### config.mk
export PLATFORM = sky130hd
export DESIGN_NAME = sclgen_timing
export DESIGN_NICKNAME = d
export VERILOG_FILES = /design/src/rtl/sclgen_pkg.sv /design/src/rtl/sclgen_field_latch.sv /design/src/rtl/sclgen_phase_ctr.sv /design/src/rtl/sclgen_timing.sv
export SDC_FILE = /design/constraint.sdc
export NUM_CORES = 1
export LEC_CHECK = 0
export BUFFER_PORTS_ARGS = -buffer_cell sky130_fd_sc_hd__buf_2
export CORE_MARGIN = 1.5
export CORE_UTILIZATION = 30
export DETAILED_ROUTE_END_ITERATION = 8
export SYNTH_ARGS = -nofsm -noshare
export SYNTH_HDL_FRONTEND = slang
export SYNTH_SLANG_ARGS = --single-unit
### constraint.sdc
create_clock -name clk -period 8.3 [get_ports clk]
set_input_delay 0.83 -clock clk [delete_from_list [all_inputs] [get_ports clk]]
set_output_delay 0.83 -clock clk [all_outputs]
set_load 0.02 [all_outputs]
### src/rtl/sclgen_pkg.sv
package sclgen_pkg;

  typedef enum logic {
    PH_LOW  = 1'b0,
    PH_HIGH = 1'b1
  } scl_phase_e;

  typedef struct packed {
    logic fall;
    logic data;
    logic rise;
    logic samp;
  } scl_strobes_t;

endpackage

### src/rtl/sclgen_field_latch.sv
module sclgen_field_latch #(
  parameter int FIELD_W = 16
) (
  input  logic                   clk,
  input  logic                   rst_n,
  input  logic                   load_i,
  input  logic [2*FIELD_W-1:0]   div_i,
  output logic [FIELD_W-1:0]     lo_n_o,
  output logic [FIELD_W-1:0]     hi_n_o
);

  localparam int NUM_FIELDS = 2;

  logic [NUM_FIELDS-1:0][FIELD_W-1:0] fld_q;

  for (genvar g = 0; g < NUM_FIELDS; g++) begin : g_field
    logic [FIELD_W-1:0] raw;
    logic [FIELD_W-1:0] fld_d;

    always_comb begin
      raw   = div_i[g*FIELD_W +: FIELD_W];
      fld_d = (raw == '0) ? FIELD_W'(1) : raw;
    end

    always_ff @(posedge clk or negedge rst_n) begin
      if (!rst_n) begin
        fld_q[g] <= FIELD_W'(1);
      end else if (load_i) begin
        fld_q[g] <= fld_d;
      end
    end
  end

  assign lo_n_o = fld_q[0];
  assign hi_n_o = fld_q[1];

endmodule

### src/rtl/sclgen_phase_ctr.sv
module sclgen_phase_ctr
  import sclgen_pkg::*;
#(
  parameter int FIELD_W   = 16,
  parameter int UNIT_LOG2 = 3,
  localparam int CNT_W    = FIELD_W + UNIT_LOG2
) (
  input  logic               clk,
  input  logic               rst_n,
  input  logic               en_i,
  input  logic [FIELD_W-1:0] lo_n_i,
  input  logic [FIELD_W-1:0] hi_n_i,
  output logic               active_o,
  output scl_phase_e         phase_o,
  output logic [CNT_W-1:0]   cnt_o,
  output logic               load_o
);

  logic             active_q, active_d;
  scl_phase_e       phase_q, phase_d;
  logic [CNT_W-1:0] cnt_q, cnt_d;
  logic [CNT_W-1:0] cur_len;
  logic             phase_end;
  logic             state_ce;

  always_comb begin
    cur_len   = (phase_q == PH_HIGH) ? (CNT_W'(hi_n_i) << UNIT_LOG2)
                                     : (CNT_W'(lo_n_i) << UNIT_LOG2);
    phase_end = (cnt_q == cur_len - CNT_W'(1));
    load_o    = en_i && (!active_q || (phase_q == PH_HIGH && phase_end));
    state_ce  = en_i || active_q;
  end

  always_comb begin
    active_d = active_q;
    phase_d  = phase_q;
    cnt_d    = cnt_q;
    if (!en_i) begin
      active_d = 1'b0;
      phase_d  = PH_LOW;
      cnt_d    = '0;
    end else if (!active_q) begin
      active_d = 1'b1;
      phase_d  = PH_LOW;
      cnt_d    = '0;
    end else if (phase_end) begin
      phase_d  = (phase_q == PH_LOW) ? PH_HIGH : PH_LOW;
      cnt_d    = '0;
    end else begin
      cnt_d    = cnt_q + CNT_W'(1);
    end
  end

  always_ff @(posedge clk or negedge rst_n) begin
    if (!rst_n) begin
      active_q <= 1'b0;
      phase_q  <= PH_LOW;
      cnt_q    <= '0;
    end else if (state_ce) begin
      active_q <= active_d;
      phase_q  <= phase_d;
      cnt_q    <= cnt_d;
    end
  end

  assign active_o = active_q;
  assign phase_o  = phase_q;
  assign cnt_o    = cnt_q;

endmodule

### src/rtl/sclgen_timing.sv
module sclgen_timing
  import sclgen_pkg::*;
#(
  parameter int FIELD_W   = 16,
  parameter int UNIT_LOG2 = 3,
  localparam int DIV_W    = 2 * FIELD_W,
  localparam int CNT_W    = FIELD_W + UNIT_LOG2
) (
  input  logic             clk,
  input  logic             rst_n,
  input  logic             en_i,
  input  logic [DIV_W-1:0] div_i,
  output logic             scl_o,
  output logic             fall_stb_o,
  output logic             data_stb_o,
  output logic             rise_stb_o,
  output logic             samp_stb_o
);

  logic [FIELD_W-1:0] lo_n, hi_n;
  logic               active;
  scl_phase_e         phase;
  logic [CNT_W-1:0]   cnt;
  logic               load;
  logic [CNT_W-1:0]   lo_mid, hi_mid;
  scl_strobes_t       stb;

  sclgen_field_latch #(
    .FIELD_W (FIELD_W)
  ) u_fields (
    .clk    (clk),
    .rst_n  (rst_n),
    .load_i (load),
    .div_i  (div_i),
    .lo_n_o (lo_n),
    .hi_n_o (hi_n)
  );

  sclgen_phase_ctr #(
    .FIELD_W   (FIELD_W),
    .UNIT_LOG2 (UNIT_LOG2)
  ) u_ctr (
    .clk      (clk),
    .rst_n    (rst_n),
    .en_i     (en_i),
    .lo_n_i   (lo_n),
    .hi_n_i   (hi_n),
    .active_o (active),
    .phase_o  (phase),
    .cnt_o    (cnt),
    .load_o   (load)
  );

  always_comb begin
    lo_mid   = CNT_W'(lo_n) << (UNIT_LOG2 - 1);
    hi_mid   = CNT_W'(hi_n) << (UNIT_LOG2 - 1);
    stb.fall = active && (phase == PH_LOW)  && (cnt == '0);
    stb.data = active && (phase == PH_LOW)  && (cnt == lo_mid);
    stb.rise = active && (phase == PH_HIGH) && (cnt == '0);
    stb.samp = active && (phase == PH_HIGH) && (cnt == hi_mid);
  end

  assign scl_o      = !active || (phase == PH_HIGH);
  assign fall_stb_o = stb.fall;
  assign data_stb_o = stb.data;
  assign rise_stb_o = stb.rise;
  assign samp_stb_o = stb.samp;

endmodule

==> impl_metrics.ini, run 1 <==
[grt]
antenna_found_initial = 0
grt_pass1_wl_um = 16230
grt_start_max_net_pins = 54
grt_pass1_vias = 2942
grt_overflow = 0
track_usage = 0.1590

[hold_path]
hp-start = u_fields.lo_n_o[15]
min_to = u_fields.lo_n_o[15]
hold_path.class = flop to flop
hold_path_depth = 1

[pwr]
clkPwrFrac = 0.346
p_seq_frac = 0.463
p_sw_mw = 0.2082
power.density_nw_per_um2 = 164.9
peakVddDrop_uv = 76.29
p_leak_nw = 1.720
sw_frac_of_total = 0.2984
p_int_mw = 0.4896
power_frac_comb = 0.191

[yosys]
synth_fp_nets = 430
ys_warn_count = 0
yosysSeqAreaShare = 0.3515
yosys_most_used_dff = dfrtp_1
netlist-cell-type-count = 52
synthArstFlopShare = 1.000
synth_edf_count = 0
synth_top_area_frac = 0.3376
syn-instance-count = 392
yosys.area.top_type = dfrtp_1
synth.cell_area_um2 = 3780
postSynthAreaPerCell_um2 = 9.643
synth-seq-cells = 53
synthTopCellsByArea = dfrtp_1 34%, mux2_1 8.9%, xor2_1 8.8%

[status]
outcome = finished, final reports clean

[floorplanning]
pin_count = 40
die_area_um2 = 13280
start_util = 0.3108
rows = 40
die_w_um = 115.2
coreArea_um2 = 12160
dieHeight_um = 115.2

[final_layout]
syn_to_final_growth_pct = 11.92
drive_gt1_frac = 0.1481
antenna_cells = 0
fin_cells = 580
nets = 449
fillers = 1216

[sta]
maxSlewHeadroom = 0.4891
timing_worst_slew_pin_value_ns = 0.7583
rsz0062_at_grt = false
min_period_over_period = 0.5727
skew_ns = 0.01043
setup_viol = 0
max_freq_mhz = 210.4
fin_setup_tns_ns = 0
fin_crit_ns = 4.754
fin_ws_ns = 3.546
drv_slew = 0
finalHoldViolations = 0

[setup_path]
r2r_cells = 11
r2r_end = u_ctr.cnt_o[1]
reg2reg_from = u_ctr.phase_o
crit_type = flop to flop
r2r_setup_slack_ns = 3.55
path_max_fanout = 45
end_kind = flop
cp_data_arrival_time_ns = 4.94
setup.worst_path.start_class = flop
required_ns = 8.49

[clocking]
htreeDepth = 2
cts-root-buf = clkbuf_16
cts_hold_buf = 0
cts_sinks = 53
cts_resized = 0
numCtsBuffers = 5
cts_setup_buffers = 0
worstSkewPairLatency_ns = 0.30
clk_pin_slew_ns = 0.07
cts_tree = yes
clk_path_buf_depth = 2

[placed_design]
post-place-cells = 572
io_buffers = 39
routabilityCongestion = 0.8691
dp_hpwl_um = 7509
dpl_worst_slack_ns = 3.650

[route]
via_per_inst = 5.260
routed_wl_um = 9944
drc = 0
wire_per_inst_um = 17.14
num_vias = 3051
dr.pass1.iters = 4
drt-initial-drc-count = 210
ant_nets = 0

[job]
max_cap_viol_count = 0
## cells in the mapped netlist, drive strengths merged (4+ instances only)
cell type  instances
a31oi             11
xor2              38
clkbuf            20
inv               10
o32ai              4
mux2              34
mux2i             20
xnor2             21
and3               9
nand4              8
buf               11
nand3             19
nor2              17
nor3               8
dfrtp             51
o21ai             10
nor4              23
nand2             20
o2bb2ai            5
## state kept, by name, summed over array words and instances, names as in the netlist
name,cells
u_fields.hi_n_o,16
u_ctr.cnt_o,19
u_fields.lo_n_o,16
u_ctr.active_o,1
u_ctr.phase_o,1
## power groups by stage
stage,Sequential [mW],Clock [mW],Combinational [mW]
2_1_floorplan,0.312,0,0.0986
3_3_place_gp,0.327,0,0.130
3_5_place_dp,0.328,0,0.133
4_1_cts,0.323,0.248,0.134
5_1_grt,0.328,0.254,0.149
6_report,0.323,0.241,0.133
## critical path: stages (launching register included)
cell and delay (ns):
dfrtp_1 0.33, buf_4 0.43, mux2i_1 0.33, ha_1 0.24, or4bb_1 0.54, a222oi_1 0.66, nand3_1 0.18, xnor2_1 0.25
nand3_1 0.12, or4_1 0.84, and2_0 0.43, a22o_1 0.28
## cell families (layout without fill, tap and decap cells)
kind of cell               after synthesis  count (layout)  synth area share
xor gates and xnor gates                59              59            0.1367
DFF                                     53              53            0.3515
buffers and inverters                   41              61           0.05064
AOI/OAI and AO/OA                       54              54            0.1079
muxes                                   54              54            0.1543
and+or+nand+nor                        128             128            0.1890
adders and majority gates                3               3          0.009932
## metrics by stage
stage | instance area (um^2) | utilization | power, mW | hold slack [ns]
final | 4230 | 0.3478 | 0.6978 | 0.5460
after global placement | 4061 | 0.3340 | 0.4569 | 0.5293
after CTS | 4230 | 0.3478 | 0.7048 | 0.5493
after floorplan | 3780 | - | 0.4102 | 0.5001
after detailed placement | 4061 | 0.3340 | 0.4610 | 0.5311
after global routing | 4230 | 0.3478 | 0.7312 | 0.5532
## final cells by class
cell class                      instances  area (um^2)  area share
Clock buffer                            5        125.1     0.02958
Tap cell                              168        210.2     0.04969
Multi-Input combinational cell        298         2260      0.5342
Timing Repair Buffer                   43        225.2     0.05324
Inverter                               10        37.54    0.008873
Clock inverter                          3        43.79     0.01035
Sequential cell                        53         1329      0.3141
## metal layers
layer	wire length, um	track usage	share of wire
met2	4652	0.2484	0.47
met4	127	0.04362	0.013
met5	0	0	0
met3	470	0.02214	0.047
met1	4694	0.2301	0.47
## how the worst max path moves through the flow
stage	start	end	slack, ns	depth (start not counted)
finish	u_ctr.phase_o	u_ctr.cnt_o[1]	3.55	11
global route	u_ctr.phase_o	u_ctr.cnt_o[1]	3.31	11
CTS	u_ctr.phase_o	u_ctr.cnt_o[1]	3.63	11
detailed placement	u_ctr.phase_o	u_ctr.cnt_o[1]	3.65	11
global placement	u_ctr.phase_o	u_ctr.cnt_o[1]	3.81	11
floorplan	u_ctr.phase_o	u_fields.hi_n_o[10]	4.16	14
## layout by cell type, fill, tap and decap left out, types with 4 or more instances in the layout
cell type	count
o21ai_0	10
inv_1	10
mux2_2	4
nand2_1	20
nand3_1	19
mux2i_1	20
buf_2	39
and3_1	9
nor3_1	8
xor2_1	38
buf_4	4
dfrtp_1	51
nand4_1	8
a31oi_1	11
nor2_1	17
xnor2_1	21
clkbuf_16	5
o2bb2ai_1	5
nor4_1	23
mux2_1	30
(Power assumes the default switching activity.)
==> inputs of run 2 (changes only) <==
==> constraint.sdc (replaced) <==
create_clock -name clk -period 4.3 [get_ports clk]
set_input_delay 0.43 -clock clk [delete_from_list [all_inputs] [get_ports clk]]
set_output_delay 0.43 -clock clk [all_outputs]
set_load 0.02 [all_outputs]
==> run 2 against run 1 <==
Net effect:
- via count is 1.7% higher
- worst hold slack worse by 0.28 ns
- count of clock-buffer cells in the layout is 1 higher
- wire length is 0.16% lower
- die area stayed put
- sequential share of layout area is 0.20 points lower
- combinational power is 92% higher
- critical path depth is 1 higher
- sequential power is 94% higher
- global-route usage is 0.25 points lower
- sequential cell count stayed put
- clock skew is 0.0074 ns lower
==> impl_metrics.ini, run 2 (synthesis results as in run 1) <==
[route]
dr.pass1.iters = 4
drc = 0
num_vias = 3104
via_per_inst = 5.324
routed_wl_um = 9928
wire_per_inst_um = 17.03
drt-initial-drc-count = 270
ant_nets = 0

[final_layout]
nets = 452
largest_register_ff_count = 19
drive_gt1_frac = 0.1542
register_area_um2 = 1329
fillers = 1238
antenna_cells = 0
fin_util = 0.3501
syn_to_final_growth_pct = 12.64
layout_commonest_cell = dfrtp_1
layout_common_cells = 51 x dfrtp_1, 39 x buf_2, 38 x xor2_1
multi_input_area_um2 = 2266

[pwr]
sw_frac_of_total = 0.2932
power_frac_comb = 0.191
peakVddDrop_uv = 155.6
p_leak_nw = 1.733
p_sw_mw = 0.3923
p_int_mw = 0.9458
p_seq_frac = 0.469
power.density_nw_per_um2 = 314.3
clkPwrFrac = 0.340

[clocking]
worstSkewPairLatency_ns = 0.29
cts_sinks = 53
cts-root-buf = clkbuf_16
clk_path_buf_depth = 2
htreeDepth = 2
clk_pin_slew_ns = 0.07
cts_tree = yes
numCtsBuffers = 5
cts_hold_buf = 0

[setup_path]
reg2reg_from = u_ctr.phase_o
path_cells = mux2i_1 > ha_1 > or4bb_1 > a222oi_1 > buf_4 > nand3_1 > xnor2_1 > nand3_1 > or3_1 > o32ai_4 > buf_4 > mux2_1
r2r_end = u_fields.lo_n_o[3]
r2r_setup_slack_ns = 0.41
r2r_cells = 12
required_ns = 4.47
setup.worst_path.start_class = flop
max_stage_delay_ns = 0.53
path_max_fanout = 32
end_kind = flop
cp_data_arrival_time_ns = 4.06
slowest_stage = or4bb_1
crit_type = flop to flop

[sta]
setup_viol = 0
min_period_over_period = 0.9042
maxSlewHeadroom = 0.5066
timing_worst_slew_pin_value_ns = 0.7334
drv_slew = 0
skew_ns = 0.003061
fin_crit_ns = 3.888
holdWs_ns = 0.2627
rsz0062_at_grt = false
finalHoldViolations = 0
fin_setup_tns_ns = 0
max_freq_mhz = 257.2

[grt]
grt_pass1_vias = 3008
grt_pass1_wl_um = 16150
track_usage = 0.1565
antenna_found_initial = 0
grt_overflow = 0
grt_start_max_net_pins = 54

[hold_path]
hold_path.class = input port to asynchronous set/reset pin

[floorplanning]
start_util = 0.3108
pin_count = 40
die_area_um2 = 13280
rows = 40
dieHeight_um = 115.2
coreArea_um2 = 12160
die_w_um = 115.2

[status]
outcome = finished, final reports clean

[placed_design]
routabilityCongestion = 0.8574
io_buffers = 39
dp_hpwl_um = 7448

[job]
max_cap_viol_count = 0
## run 2: how the worst max path moves through the flow
| stage | from | endpoint | slack [ns] | depth (start not counted) |
|---|---|---|---|---|
| after detailed placement | u_ctr.phase_o | u_fields.lo_n_o[9] | 0.20 | 11 |
| final | u_ctr.phase_o | u_fields.lo_n_o[3] | 0.41 | 12 |
| after global routing | u_ctr.phase_o | u_fields.lo_n_o[14] | 0.08 | 10 |
| after global placement | u_ctr.phase_o | u_fields.lo_n_o[9] | 0.31 | 11 |
| after CTS | u_ctr.phase_o | u_fields.lo_n_o[9] | 0.18 | 11 |
| after floorplan | u_ctr.phase_o | u_fields.hi_n_o[10] | 0.16 | 14 |
## run 2: through the flow
step / std cells / cell area (um^2) / worst slack (ns) / total power [mW]
after floorplan: 392 / 3780 / 0.1614 / 0.7918
final: 583 / 4258 / 0.4117 / 1.338
after CTS: 582 / 4244 / 0.1759 / 1.350
after detailed placement: 574 / 4076 / 0.1956 / 0.8891
after global routing: 583 / 4258 / 0.07662 / 1.403
after global placement: 574 / 4076 / 0.3069 / 0.8806
## run 2: final cells by class
class / count / area share
multi-input cells: 298 / 0.5322
flip-flops and latches: 53 / 0.3121
inverters: 10 / 0.008816
well taps: 168 / 0.04937
repair buffers: 46 / 0.05818
clock inverters: 2 / 0.009110
clock buffers: 6 / 0.03027
## run 2: power by group through the flow
stage / Clock (mW) / Combinational [mW] / Sequential [mW]
after floorplan: 0 / 0.190 / 0.601
after global placement: 0 / 0.247 / 0.633
after detailed placement: 0 / 0.253 / 0.636
after CTS: 0.468 / 0.255 / 0.626
after global routing: 0.482 / 0.285 / 0.635
final: 0.455 / 0.255 / 0.628
## run 2: routing by layer
metal	share of wire	wire [um]	vias to the layer above	global-route usage
li1	-	-	1489	-
met1	0.48	4782	1528	0.2190
met2	0.46	4597	77	0.2460
met3	0.040	395	10	0.02109
met4	0.015	153	0	0.05926
met5	0	0	-	0
## run 2: repair_timing
action                                  in CTS  in global routing
resized for setup                            0                  2
endpoints found under the setup margin       0                 41
setup buffers                                0                  1
## run 2: worst max-delay path, delay by kind of cell, from the launching register on
| family | cells | cell delay [ns] |
|---|---|---|
| fa+ha+maj | 1 | 0.24 |
| compound gates | 2 | 0.60 |
| simple gates | 4 | 1.07 |
| flops | 1 | 0.41 |
| mux | 2 | 0.67 |
| xor+xnor | 1 | 0.14 |
| buf+inv | 2 | 0.61 |
==> inputs of run 3 (changes only) <==
--- a/config.mk
+++ b/config.mk
@@ -5,10 +5,14 @@
 export SDC_FILE = /design/constraint.sdc
 export NUM_CORES = 1
 export LEC_CHECK = 0
+export ABC_AREA = 1
 export BUFFER_PORTS_ARGS = -buffer_cell sky130_fd_sc_hd__buf_2
+export CELL_PAD_IN_SITES_DETAIL_PLACEMENT = 2
+export CELL_PAD_IN_SITES_GLOBAL_PLACEMENT = 2
 export CORE_MARGIN = 1.5
 export CORE_UTILIZATION = 30
 export DETAILED_ROUTE_END_ITERATION = 8
+export PLACE_DENSITY_LB_ADDON = 0.1
 export SYNTH_ARGS = -nofsm -noshare
 export SYNTH_HDL_FRONTEND = slang
 export SYNTH_SLANG_ARGS = --single-unit
==> run 3 against run 2 <==
Net effect:
- power up 28%
- maximum frequency rose by 17%
- combinational power rose by 140%
- worst hold slack worse by 0.25 ns
- die area rose by 8.5%
- sequential share of layout area decreased by 1.9 points
- highest routed layer unchanged
- via count increased by 31%
==> impl_metrics.ini, run 3 <==
[setup_path]
setup.worst_path.start_class = flop
crit_type = flop to flop
required_ns = 4.47
path_max_fanout = 42
cp_data_arrival_time_ns = 3.51
r2r_setup_slack_ns = 0.96
end_kind = flop

[final_layout]
nets = 647
fillers = 1596
fin_area_um2 = 4527
drive_gt1_frac = 0.1770
antenna_cells = 0
syn_to_final_growth_pct = 10.17
layout_common_cells = 185 x nand2_1, 73 x inv_1, 52 x nand3_1
fin_cells = 786
largest_register_ff_count = 19
layout_commonest_cell = nand2_1

[yosys]
yosys.area.top_type = dfrtp_1
yosys_most_used_dff = dfrtp_1
synth_adder_area_share = 0.009135
synthArstFlopShare = 1.000
synthTopCellsByArea = dfrtp_1 31%, nand2_1 17%, inv_1 6.7%
synth_simple_gate_area_frac = 0.3916
synth_fp_nets = 623
synth_top_family_by_area = simple AND/OR/NAND/NOR gates
synth_xor_area_frac = 0.05542
muxShareOfSynthArea = 0
synth_commonest_cells = 185 x nand2_1, 73 x inv_1, 52 x nand3_1
yosys.cell_count.top_type = nand2_1
synth.cell_area_um2 = 4109
postSynthAreaPerCell_um2 = 7.024
synth_edf_count = 0
syn-instance-count = 585
synth-compound-area-share = 0.1060
netlist-cell-type-count = 35
synth_top_area_frac = 0.3106
synth-seq-cells = 53
yosysSeqAreaShare = 0.3234
ys_warn_count = 0

[sta]
maxSlewHeadroom = 0.5024
skew_ns = 0.008955
min_period_over_period = 0.7761
fin_setup_tns_ns = 0
max_freq_mhz = 299.6
finalHoldViolations = 0
rsz0062_at_grt = false
drv_slew = 0
fin_crit_ns = 3.337
setup_viol = 0
timing_worst_slew_pin_value_ns = 0.7418

[grt]
grt_start_max_net_pins = 43
antenna_found_initial = 0
grt_pass1_vias = 4445
grt_pass1_wl_um = 25100
grt_overflow = 0
track_usage = 0.2300

[floorplanning]
rows = 42
die_area_um2 = 14410
coreArea_um2 = 13300
die_w_um = 120.0
dieHeight_um = 120.0
start_util = 0.3091
pin_count = 40

[clocking]
cts_hold_buf = 0
clk_pin_slew_ns = 0.08
cts_resized = 0
cts_setup_buffers = 0
cts-root-buf = clkbuf_16
cts_tree = yes
htreeDepth = 2
worstSkewPairLatency_ns = 0.30
clk_path_buf_depth = 2
cts_sinks = 53
numCtsBuffers = 5

[route]
via_per_inst = 5.155
wire_per_inst_um = 20.09
top_layer = met4
drc = 0
routed_wl_um = 15790
met3WireLength_um = 530
ant_nets = 0
wl_met1_um = 7400
num_vias = 4052
dr.pass1.iters = 5
drt-initial-drc-count = 110
wl_met2_um = 7524

[placed_design]
dp_hpwl_um = 12760
post-place-cells = 778
routabilityCongestion = 0.8755
placedInstanceArea_um2 = 4370
io_buffers = 39

[pwr]
p_leak_nw = 2.200
power.density_nw_per_um2 = 377.5
peakVddDrop_uv = 289.0

[job]
max_cap_viol_count = 0

[hold_path]
hold_path.class = input port to asynchronous set/reset pin

[status]
outcome = finished, final reports clean
[run 3: cell types whose count changed after synthesis, sizes merged, moves of 20 or more]
cell   change
nand3     +35
mux2i     -20
mux2      -34
inv       +64
nand2    +196
o22ai     +28
[run 3: per-stage QoR]
step / utilization / total power, mW / hold slack, ns / setup slack [ns]
detailed placement: 0.3287 / 1.277 / 0.3481 / 0.9484
floorplan: - / 1.066 / 0.1344 / 1.963
global route: 0.3405 / 1.822 / 0.02855 / 0.5920
global placement: 0.3287 / 1.247 / 0.3282 / 1.091
CTS: 0.3405 / 1.727 / 0.02057 / 0.9202
finish: 0.3405 / 1.709 / 0.01053 / 0.9626
[run 3: cell families after synthesis]
| logic type | Yosys count |
|---|---|
| AO/OA/AOI/OAI | 63 |
| XOR/XNOR | 26 |
| adder cells (fa/ha/maj) | 3 |
| buffers and inverters | 101 |
| flip-flops | 53 |
| AND/OR/NAND/NOR | 339 |
[run 3: layer usage]
metal | global-route usage | vias up
met5 | 0 | -
met2 | 0.3882 | 77
li1 | - | 1939
met3 | 0.02234 | 16
met1 | 0.3119 | 2020
met4 | 0.06622 | 0
[run 3: path summary, 6_finish.rpt]
path	cells after the start	to	startpoint
worst min register to register	2	u_fields.lo_n_o[0]	u_fields.lo_n_o[0]
max in group asynchronous	2	u_ctr.cnt_o[13]	rst_n
worst max-delay path	17	u_fields.hi_n_o[1]	u_ctr.phase_o
worst min-delay path	1	u_ctr.cnt_o[0]	rst_n
worst max register to register	17	u_fields.hi_n_o[1]	u_ctr.phase_o
min in group clk	1	u_ctr.active_o	en_i
[run 3: critical path, stage by stage, from the launching register on]
cell and delay [ns]:
dfrtp_1 0.43, buf_4 0.33, nand2_1 0.11, nand2_1 0.15
ha_1 0.23, nand3_2 0.14, nor2_4 0.20, nand2_1 0.10
nand3_1 0.10, nand2_1 0.07, nor2_1 0.10, nand2_1 0.07
nor2_2 0.12, nand3_2 0.15, nand2_4 0.26, nand2_4 0.36
nand2_1 0.19, o21ai_2 0.06
[run 3: final cells by class]
cell class | instances | area, um^2 | area share
clock buffers | 6 | 138.9 | 0.03068
multi-input cells | 431 | 2310 | 0.5102
clock inverters | 2 | 17.52 | 0.003870
repair buffers | 43 | 225.2 | 0.04975
flip-flops and latches | 53 | 1329 | 0.2935
inverters | 75 | 286.5 | 0.06329
well taps | 176 | 220.2 | 0.04865
[run 3: power breakdown]
| group | total (mW) | internal, mW | switching [mW] |
|---|---|---|---|
| Sequential | 0.658 | 0.563 | 0.0945 |
| Clock | 0.444 | 0.236 | 0.208 |
| Combinational | 0.608 | 0.200 | 0.408 |
